[src/rtl/tcs_pkg.sv]
`timescale 1ns/1ps
package tcs_pkg;
  // register word addresses
  localparam int ADR_STAT = 0;
  localparam int ADR_SET  = 1;
  localparam int ADR_CLR  = 2;
  localparam int ADR_CTL0 = 8;

  // stop-bit positions of the two special channels
  localparam int POS_OST = 15;
  localparam int POS_WDT = 16;

  // control register field layout
  localparam int SRC_W   = 3;
  localparam int PRE_W   = 3;
  localparam int PRE_LSB = SRC_W;
  localparam int MAX_PRE = 5;

  localparam logic [SRC_W-1:0] SRC_PCLK = 3'b001;
  localparam logic [SRC_W-1:0] SRC_RTC  = 3'b010;
  localparam logic [SRC_W-1:0] SRC_EXT  = 3'b100;

  // channel index to stop-bit position
  function automatic int stop_pos(int ch, int ntmr);
    if (ch < ntmr)
      return ch;
    else if (ch == ntmr)
      return POS_OST;
    else
      return POS_WDT;
  endfunction
endpackage

[src/rtl/tcs_regfile.sv]
`timescale 1ns/1ps
module tcs_regfile
  import tcs_pkg::*;
#(
  parameter int NUM_TMR = 8,
  parameter int ADDR_W  = 5,
  parameter int DATA_W  = 32,
  localparam int NCH    = NUM_TMR + 2
) (
  input  logic                            clk,
  input  logic                            rst_n,
  input  logic                            unit_clk_en,
  input  logic [ADDR_W-1:0]               addr,
  input  logic                            we,
  input  logic [DATA_W-1:0]               wdata,
  output logic [DATA_W-1:0]               rdata,
  output logic [NCH-1:0]                  stop_o,
  output logic [NCH-1:0][SRC_W-1:0]       src_o,
  output logic [NCH-1:0][PRE_W-1:0]       pre_o,
  output logic [NCH-1:0]                  restart_o
);

  logic [NCH-1:0]            stop_q, stop_d;
  logic [NCH-1:0][SRC_W-1:0] src_q, src_d;
  logic [NCH-1:0][PRE_W-1:0] pre_q, pre_d;
  logic [NCH-1:0]            ctl_wr;
  logic [DATA_W-1:0]         rd_d, rd_q;
  logic                      hit_set, hit_clr;
  logic                      unused_wd;

  assign unused_wd = ^wdata;
  assign hit_set   = we && (addr == ADDR_W'(ADR_SET));
  assign hit_clr   = we && (addr == ADDR_W'(ADR_CLR));

  for (genvar c = 0; c < NCH; c++) begin : g_ch
    localparam int P = stop_pos(c, NUM_TMR);
    logic [PRE_W-1:0] new_pre;

    assign new_pre      = wdata[PRE_LSB +: PRE_W];
    // control write accepted only when running or unit enable is high
    assign ctl_wr[c]    = we && (addr == ADDR_W'(ADR_CTL0 + c)) &&
                          (!stop_q[c] || unit_clk_en);
    assign stop_d[c]    = (hit_set && wdata[P]) ? 1'b1 :
                          (hit_clr && wdata[P]) ? 1'b0 : stop_q[c];
    assign src_d[c]     = ctl_wr[c] ? wdata[SRC_W-1:0] : src_q[c];
    assign pre_d[c]     = ctl_wr[c] ? new_pre : pre_q[c];
    assign restart_o[c] = ctl_wr[c] && (new_pre != pre_q[c]);
  end

  always_comb begin
    rd_d = '0;
    if (addr == ADDR_W'(ADR_STAT)) begin
      for (int c = 0; c < NCH; c++)
        rd_d[stop_pos(c, NUM_TMR)] = stop_q[c];
    end
    for (int c = 0; c < NCH; c++) begin
      if (addr == ADDR_W'(ADR_CTL0 + c))
        rd_d[SRC_W+PRE_W-1:0] = {pre_q[c], src_q[c]};
    end
  end

  always_ff @(posedge clk or negedge rst_n) begin
    if (!rst_n) begin
      stop_q <= '1;
      src_q  <= '0;
      pre_q  <= '0;
      rd_q   <= '0;
    end else begin
      stop_q <= stop_d;
      src_q  <= src_d;
      pre_q  <= pre_d;
      rd_q   <= rd_d;
    end
  end

  assign rdata  = rd_q;
  assign stop_o = stop_q;
  assign src_o  = src_q;
  assign pre_o  = pre_q;

endmodule

[src/rtl/tcs_chan_div.sv]
`timescale 1ns/1ps
module tcs_chan_div
  import tcs_pkg::*;
#(
  parameter int MAX_N  = MAX_PRE,
  localparam int CNT_W = 2 * MAX_N
) (
  input  logic             clk,
  input  logic             rst_n,
  input  logic             run,
  input  logic             restart,
  input  logic [SRC_W-1:0] src,
  input  logic [PRE_W-1:0] pre,
  input  logic             stb_pclk,
  input  logic             stb_rtc,
  input  logic             stb_ext,
  output logic             tick
);

  logic             sel;
  logic [CNT_W:0]   span;
  logic [CNT_W-1:0] last;
  logic [CNT_W-1:0] cnt_q, cnt_d;
  logic             tick_q, tick_d;

  // only an exact one-hot code picks a source
  always_comb begin
    case (src)
      SRC_PCLK: sel = stb_pclk;
      SRC_RTC:  sel = stb_rtc;
      SRC_EXT:  sel = stb_ext;
      default:  sel = 1'b0;
    endcase
  end

  // terminal count 4^n - 1, prescale saturates at MAX_N
  always_comb begin
    if (pre > PRE_W'(MAX_N))
      span = (CNT_W+1)'(1) << (2 * MAX_N);
    else
      span = (CNT_W+1)'(1) << {pre, 1'b0};
    last = CNT_W'(span - (CNT_W+1)'(1));
  end

  always_comb begin
    cnt_d  = cnt_q;
    tick_d = 1'b0;
    if (!run || restart) begin
      cnt_d = '0;
    end else if (sel) begin
      if (cnt_q == last) begin
        cnt_d  = '0;
        tick_d = 1'b1;
      end else begin
        cnt_d = cnt_q + 1'b1;
      end
    end
  end

  always_ff @(posedge clk or negedge rst_n) begin
    if (!rst_n) begin
      cnt_q  <= '0;
      tick_q <= 1'b0;
    end else begin
      cnt_q  <= cnt_d;
      tick_q <= tick_d;
    end
  end

  assign tick = tick_q;

endmodule

[src/rtl/tmr_clk_src.sv]
`timescale 1ns/1ps
module tmr_clk_src
  import tcs_pkg::*;
#(
  parameter int NUM_TMR = 8,
  parameter int ADDR_W  = 5,
  parameter int DATA_W  = 32,
  localparam int NCH    = NUM_TMR + 2
) (
  input  logic              clk,
  input  logic              rst_n,
  input  logic              unit_clk_en,
  input  logic [ADDR_W-1:0] reg_addr,
  input  logic              reg_we,
  input  logic [DATA_W-1:0] reg_wdata,
  output logic [DATA_W-1:0] reg_rdata,
  input  logic              src_pclk_stb,
  input  logic              src_rtc_stb,
  input  logic              src_ext_stb,
  output logic [NCH-1:0]    chan_tick
);

  logic                      rst_meta, rst_n_s;
  logic [NCH-1:0]            stop_vec;
  logic [NCH-1:0][SRC_W-1:0] src_vec;
  logic [NCH-1:0][PRE_W-1:0] pre_vec;
  logic [NCH-1:0]            restart_vec;

  // asynchronous assert, synchronous release
  always_ff @(posedge clk or negedge rst_n) begin
    if (!rst_n) begin
      rst_meta <= 1'b0;
      rst_n_s  <= 1'b0;
    end else begin
      rst_meta <= 1'b1;
      rst_n_s  <= rst_meta;
    end
  end

  tcs_regfile #(
    .NUM_TMR (NUM_TMR),
    .ADDR_W  (ADDR_W),
    .DATA_W  (DATA_W)
  ) u_regs (
    .clk         (clk),
    .rst_n       (rst_n_s),
    .unit_clk_en (unit_clk_en),
    .addr        (reg_addr),
    .we          (reg_we),
    .wdata       (reg_wdata),
    .rdata       (reg_rdata),
    .stop_o      (stop_vec),
    .src_o       (src_vec),
    .pre_o       (pre_vec),
    .restart_o   (restart_vec)
  );

  for (genvar c = 0; c < NCH; c++) begin : g_div
    tcs_chan_div #(
      .MAX_N (MAX_PRE)
    ) u_div (
      .clk      (clk),
      .rst_n    (rst_n_s),
      .run      (!stop_vec[c]),
      .restart  (restart_vec[c]),
      .src      (src_vec[c]),
      .pre      (pre_vec[c]),
      .stb_pclk (src_pclk_stb),
      .stb_rtc  (src_rtc_stb),
      .stb_ext  (src_ext_stb),
      .tick     (chan_tick[c])
    );
  end

endmodule

[config.mk]
export PLATFORM = sky130hd
export DESIGN_NAME = tmr_clk_src
export DESIGN_NICKNAME = d
export VERILOG_FILES = /design/src/rtl/tcs_pkg.sv /design/src/rtl/tcs_regfile.sv /design/src/rtl/tcs_chan_div.sv /design/src/rtl/tmr_clk_src.sv
export SDC_FILE = /design/constraint.sdc
export NUM_CORES = 1
export LEC_CHECK = 0
export BUFFER_PORTS_ARGS = -buffer_cell sky130_fd_sc_hd__buf_2
export CAP_MARGIN = 10
export CORE_ASPECT_RATIO = 1.75
export CORE_MARGIN = 2
export CORE_UTILIZATION = 45
export DETAILED_ROUTE_END_ITERATION = 12
export GPL_TIMING_DRIVEN = 0
export PLACE_DENSITY = 0.62
export SYNTH_ARGS = -nofsm -noshare
export SYNTH_HDL_FRONTEND = slang
export SYNTH_HIERARCHICAL = 1
export SYNTH_SLANG_ARGS = --single-unit
[constraint.sdc]
create_clock -name clk -period 7.3 [get_ports clk]
set_clock_uncertainty 0.15 [all_clocks]
set_input_delay 0.365 -clock clk [delete_from_list [all_inputs] [get_ports clk]]
set_output_delay 0.365 -clock clk [all_outputs]
set_load 0.01 [all_outputs]
* After elaboration in Yosys (flattened, before gate mapping)
Cells that the tools add are included.
** Storage, ports and cells
- Bits in registers :: 214
- Bits of input ports :: 44
- Output and inout bits :: 42
- Word-level logic and storage cells :: 439
** Operators by class
- $add $sub $neg :: 20
- Order comparisons :: 30
- Equal/unequal tests :: 62
- Shifts and indexed selects :: 10
- Mux-type cells :: 150
- Bitwise logic cells :: 1
- Reduce and logical (&&, ||, !) cells :: 113
** Operator list (number)
- $mux 10 :: 40
- $mux 32 :: 11
- $ge 32x1->1 const B :: 10
- $lt 32x7->1 const B :: 10
- $bwmux 32 :: 9
- $add 10x1->10 const B :: 10
- $eq 10x10->1 :: 10
- $shl 1x4->10 const A :: 10
- $sub 10x1->10 const B :: 10
- $logic_and 1x1->1 :: 62
- $mux 1 :: 60
- $mux 6 :: 10
- $demux 1 s5 :: 10
- $eq 5x4->1 const B :: 8
- $reduce_bool 2->1 :: 20
- $and 32x32->32 :: 1
- $eq 3x1->1 const B :: 10
- $eq 3x2->1 const B :: 10
- $eq 3x3->1 const B :: 10
- $gt 3x3->1 const B :: 10
- $ne 3x3->1 :: 10
- $pmux 1 s3 :: 10
- $logic_or 1x1->1 :: 20
- $eq 5x5->1 const B :: 2
- 4 further kinds :: 13

* Logic depth before layout (Yosys ltp)
- Depth in word-level cells :: 27
- Depth in mapped cells :: 11
- Mapped depth without buffers :: 8

* Cells and area by module
Netlist, hierarchy kept.
** Modules (own cells, without submodules)
- tcs_chan_div at g_div[0].u_div ... :: instances 9, cells each 116, area an instance 972.2 µm², sequential area each 275.3 µm²
- tcs_regfile :: instances 1, cells each 411, area an instance 4424.2 µm², sequential area each 2014.4 µm²
- tcs_chan_div at g_div[6].u_div :: instances 1, cells each 102, area an instance 935.9 µm², sequential area each 275.3 µm²
- tmr_clk_src :: instances 1, cells each 13, area an instance 91.3 µm², sequential area each 50.0 µm²

* Worst setup path after synthesis
No wires, ideal clock.
- Path kind :: reg2reg
- From :: reg u_regs.pre_q, in the netlist u_regs/pre_o[8]
- To :: reg g_div[2].u_div.cnt_q[0]
- Setup time :: 144 ps
- Arrival time :: 2448 ps
- Data required time :: 7006 ps
- Slack :: 4559 ps
- Cell stages (with the launch flop) :: 10
- Buffers on the path :: 2
- Period minus slack after synthesis :: 2741 ps
- Cell sequence :: dfrtp_1 > buf_2 > or3_2 > ha_1 > clkbuf_1 > nor4b_1 > a211oi_2 > xnor2_1 > nor3_2 > o221ai_1
** Between the ends
- Cells in the longest elaborated chain, start to end :: 7
- Elaborated cells between the ends (all ways) :: 12
- Classes of those cells :: 1 x add/sub; 1 x order compare; 2 x eq/ne; 1 x shift; 4 x mux; 3 x reduce/logical
** Ends and longest elaborated chain
- start: declaration :: line tcs_regfile.sv:25 : logic [NCH-1:0][PRE_W-1:0] pre_q, pre_d;
- start signal: assignment :: line tcs_regfile.sv:71 : pre_q <= pre_d;
- $gt 3x3->1 or $shl 1x4->10 (tied branches) :: line tcs_chan_div.sv:38, tcs_chan_div.sv:41
- $mux 10 :: line tcs_chan_div.sv:38 : if (pre > PRE_W'(MAX_N))
- $sub 10x1->10 :: line tcs_chan_div.sv:42 : last = CNT_W'(span - (CNT_W+1)'(1));
- $eq 10x10->1 :: line tcs_chan_div.sv:51 : if (cnt_q == last) begin
- $mux 10 :: line tcs_chan_div.sv:51
- $mux 10 :: line tcs_chan_div.sv:50 : end else if (sel) begin
- $mux 10 :: line tcs_chan_div.sv:48 : if (!run || restart) begin
- end signal: assignment :: line tcs_chan_div.sv:65 : cnt_q <= cnt_d;
- end: declaration :: line tcs_chan_div.sv:23 : logic [CNT_W-1:0] cnt_q, cnt_d;
Parallel ways exist; a longest one is shown, timed or not. The select of a mux whose other input is x is not followed.
A chain may end at the register's enable or synchronous reset.

* Final worst setup path
Ends and elaborated chain as after synthesis.

==> flow_summary.toml <==
[logic_synthesis]
synthArstFlopShare_pct = 100
syn_area_sq_mm = 0.0142
ys_seq_area_share_pct = 33.9
synth_edf_count = 0
yosys_warnings = 6
ys_types = 79
ys_ff_latch = 192
syn_avg_cell_area_sq_um = 9.05
syn_inst = 1570
yosys_most_used_dff = "dfrtp_1"

[die]
fp.dieH_um = 239
die_w_um = 138
dieArea_sq_mm = 0.0331
start_util_pct = 45.4
num_rows = 86
io_pins = 86
core-area_sq_mm = 0.0313

[cts]
cts_buffers = 17
cts-root-buf = "clkbuf_16"
clk_path_buf_depth = 2
clock_latency_ns = 0.46
clock-sinks = 192
clk_pin_slew_ns = 0.07
post_cts_buffers = 0
cts_tree = "done"
htreeDepth = 4

[drt]
first_pass_iters = 5
finalWirelength_um = 39100
post_drt_wl_per_cell_um = 19.0
via_per_inst = 6.07
vias = 12534
drc_errors = 0
ant_nets = 0
drt-initial-drc-count = 707

[timing]
hold_ws_ns = 0.0389
rsz0062_at_grt = "false"
fin_ws_ns = 4.08
worstMarginPinSlew_ns = 1.02
relSlewSlack_pct = 32.1
setup_viol = 0
period_share_pct = 44.1
max_freq_ghz = 0.310
period_needed_ns = 3.22
hold_viol = 0
report.final.slew_viol_count = 0

[grt]
grt_pass1_wl_um = 64300
groute.usage.overall_pct = 23.9
grt_remaining_overflow = 0
antenna_found_initial = 2
grt_max_degree = 67
grt_pass1_vias = 12414

[placement]
portBuffers = 40
gp_congestion = 0.968
place_inst = 2030
preCtsSetupSlack_ns = 4.10
placed_area_sq_mm = 0.0151
place_hpwl_um = 28900

[pwr]
p_clk_share_pct = 25.7
power_density_mw_per_mm2 = 246
p_int_uw = 2340
swShare_pct = 39.4
peakVddDrop_mv = 0.181
comb_power_share_pct = 37.1
power.total_uw = 3870
p_leak_uw = 0.00663
pwr-share-seq_pct = 37.2
p_switching_uw = 1520

[worst_setup_path]
cp_max_fo = 10
start_kind = "flip-flop"
crit_type = "reg2reg"
cp.required_ns = 7.47
end_kind = "flip-flop"
worstPathArrival_ns = 3.39

[layout]
fin_nets = 1719
drive_gt1_share_pct = 19.0
mostFrequentLayoutCells = "dfrtp_1, nor2_1, o211ai_1, a21oi_1, nand2_1"
final-instance-count-excl-fill = 2064
layout_commonest_cell = "dfrtp_1"
areaGrowthSynthToFinish_pct = 10.5
fillCellCount = 2964
fin_area_sq_mm = 0.0157

[status]
status = "completed"

[flow_run]
cap_viol_max_count = 0

[worst_hold_path]
hp-class = "in2reg"
## critical path, cell delays in order (launching register included)
cell,delay (ns)
dfrtp_1,0.49
buf_2,0.23
or3_2,0.49
ha_1,0.20
clkbuf_1,0.20
nor4b_1,0.35
a211oi_2,0.07
xnor2_1,0.21
nor3_2,0.48
o221ai_1,0.21
## Yosys cell counts (14+ instances only)
master	instances	share of area, %
a211o_1	20	1.2
a211oi_1	24	1.3
a211oi_2	19	1.7
a21oi_1	81	2.9
a31oi_1	25	1.1
and2_1	32	1.4
and3_1	61	2.7
buf_2	24	0.85
buf_4	25	1.3
clkbuf_1	53	1.4
dfrtp_1	182	32
ha_1	20	1.8
inv_1	33	0.87
mux2_2	60	4.8
mux2i_1	16	1.1
nand2_1	80	2.1
nand3_1	37	1.3
nand3b_1	31	1.6
nand4_1	29	1.3
nor2_1	113	3.0
nor2b_1	22	0.97
nor3_1	40	1.4
nor3_2	20	1.4
o2111ai_1	14	0.86
o211ai_1	86	4.5
o21ai_0	59	2.1
o41ai_1	18	1.1
xnor2_1	47	2.9
xor2_1	45	2.8
## flip-flops by register name, summed over array words and instances, names as in the netlist
name and flops:
u_regs/pre_o 30, u_regs/rdata 10, g_div.u_div/tick 10, g_div.u_div/cnt_q 100, rst_meta 1, u_regs/src_o 30
u_regs/stop_o 10, rst_n_s 1
## worst paths after layout
kind / start / to / slack (ns) / cells after the start
hold / removal: reg_wdata[15] / u_regs/stop_o[8] / 0.04 / 2
hold reg to reg: rst_n_s / g_div[8].u_div/cnt_q[1] / 0.11 / 0
min in group asynchronous: rst_n / rst_n_s / 0.06 / 2
max in group asynchronous: rst_n_s / u_regs/stop_o[4] / 5.55 / 3
setup / recovery: u_regs/pre_o[8] / g_div[2].u_div/cnt_q[0] / 4.08 / 9
setup reg to reg: u_regs/pre_o[8] / g_div[2].u_div/cnt_q[0] / 4.08 / 9
## metal layers
layer,GRT usage (%),part of all wire [%],wire length [um],vias to the layer above
met3,3.99,3.7,1430,91
met4,9.43,3.1,1230,2
met1,26.1,39,15500,6123
li1,-,-,-,6044
met2,45.5,54,21000,274
met5,0,0.031,12,-
## through the flow
step	util [%]	setup TNS (ns)
detailed placement	48.1	0
global placement	47.8	-223.57
finish	50.1	0
floorplan	-	0
CTS	50.1	0
global route	50.1	0
## final cells by class
type	count	area [sq um]	area share, %
Antenna cell	1	2.50	0.0160
Buffer	126	692	4.41
Clock buffer	19	443	2.82
Clock inverter	12	159	1.01
Inverter	35	131	0.838
Multi-Input combinational cell	1238	8640	55.1
Sequential cell	192	4820	30.7
Tap cell	396	495	3.16
Timing Repair Buffer	45	303	1.93
## kinds of logic after synthesis
| group | count (synthesis) | synth area share (%) |
|---|---|---|
| and+or+nand+nor | 597 | 24.9 |
| adders and majority gates | 20 | 1.76 |
| buffers and inverters | 161 | 5.80 |
| other | 2 | 0.0529 |
| xor gates and xnor gates | 92 | 5.67 |
| DFF | 192 | 33.9 |
| AOI/OAI and AO/OA | 429 | 21.9 |
| muxes | 77 | 5.96 |
## repair_timing
action / in CTS / in global routing
gates resized for setup: 0 / 0
hold buffers: 2 / 0
hold endpoints to repair: 3 / 0
## power groups by stage
stage / clock network [uW] / registers, uW / logic, uW
2_1_floorplan: 0 / 1390 / 1130
3_3_place_gp: 0 / 1460 / 1370
3_5_place_dp: 0 / 1450 / 1430
4_1_cts: 1020 / 1430 / 1440
5_1_grt: 1060 / 1460 / 1600
6_report: 994 / 1440 / 1440
(Power assumes the default switching activity.)
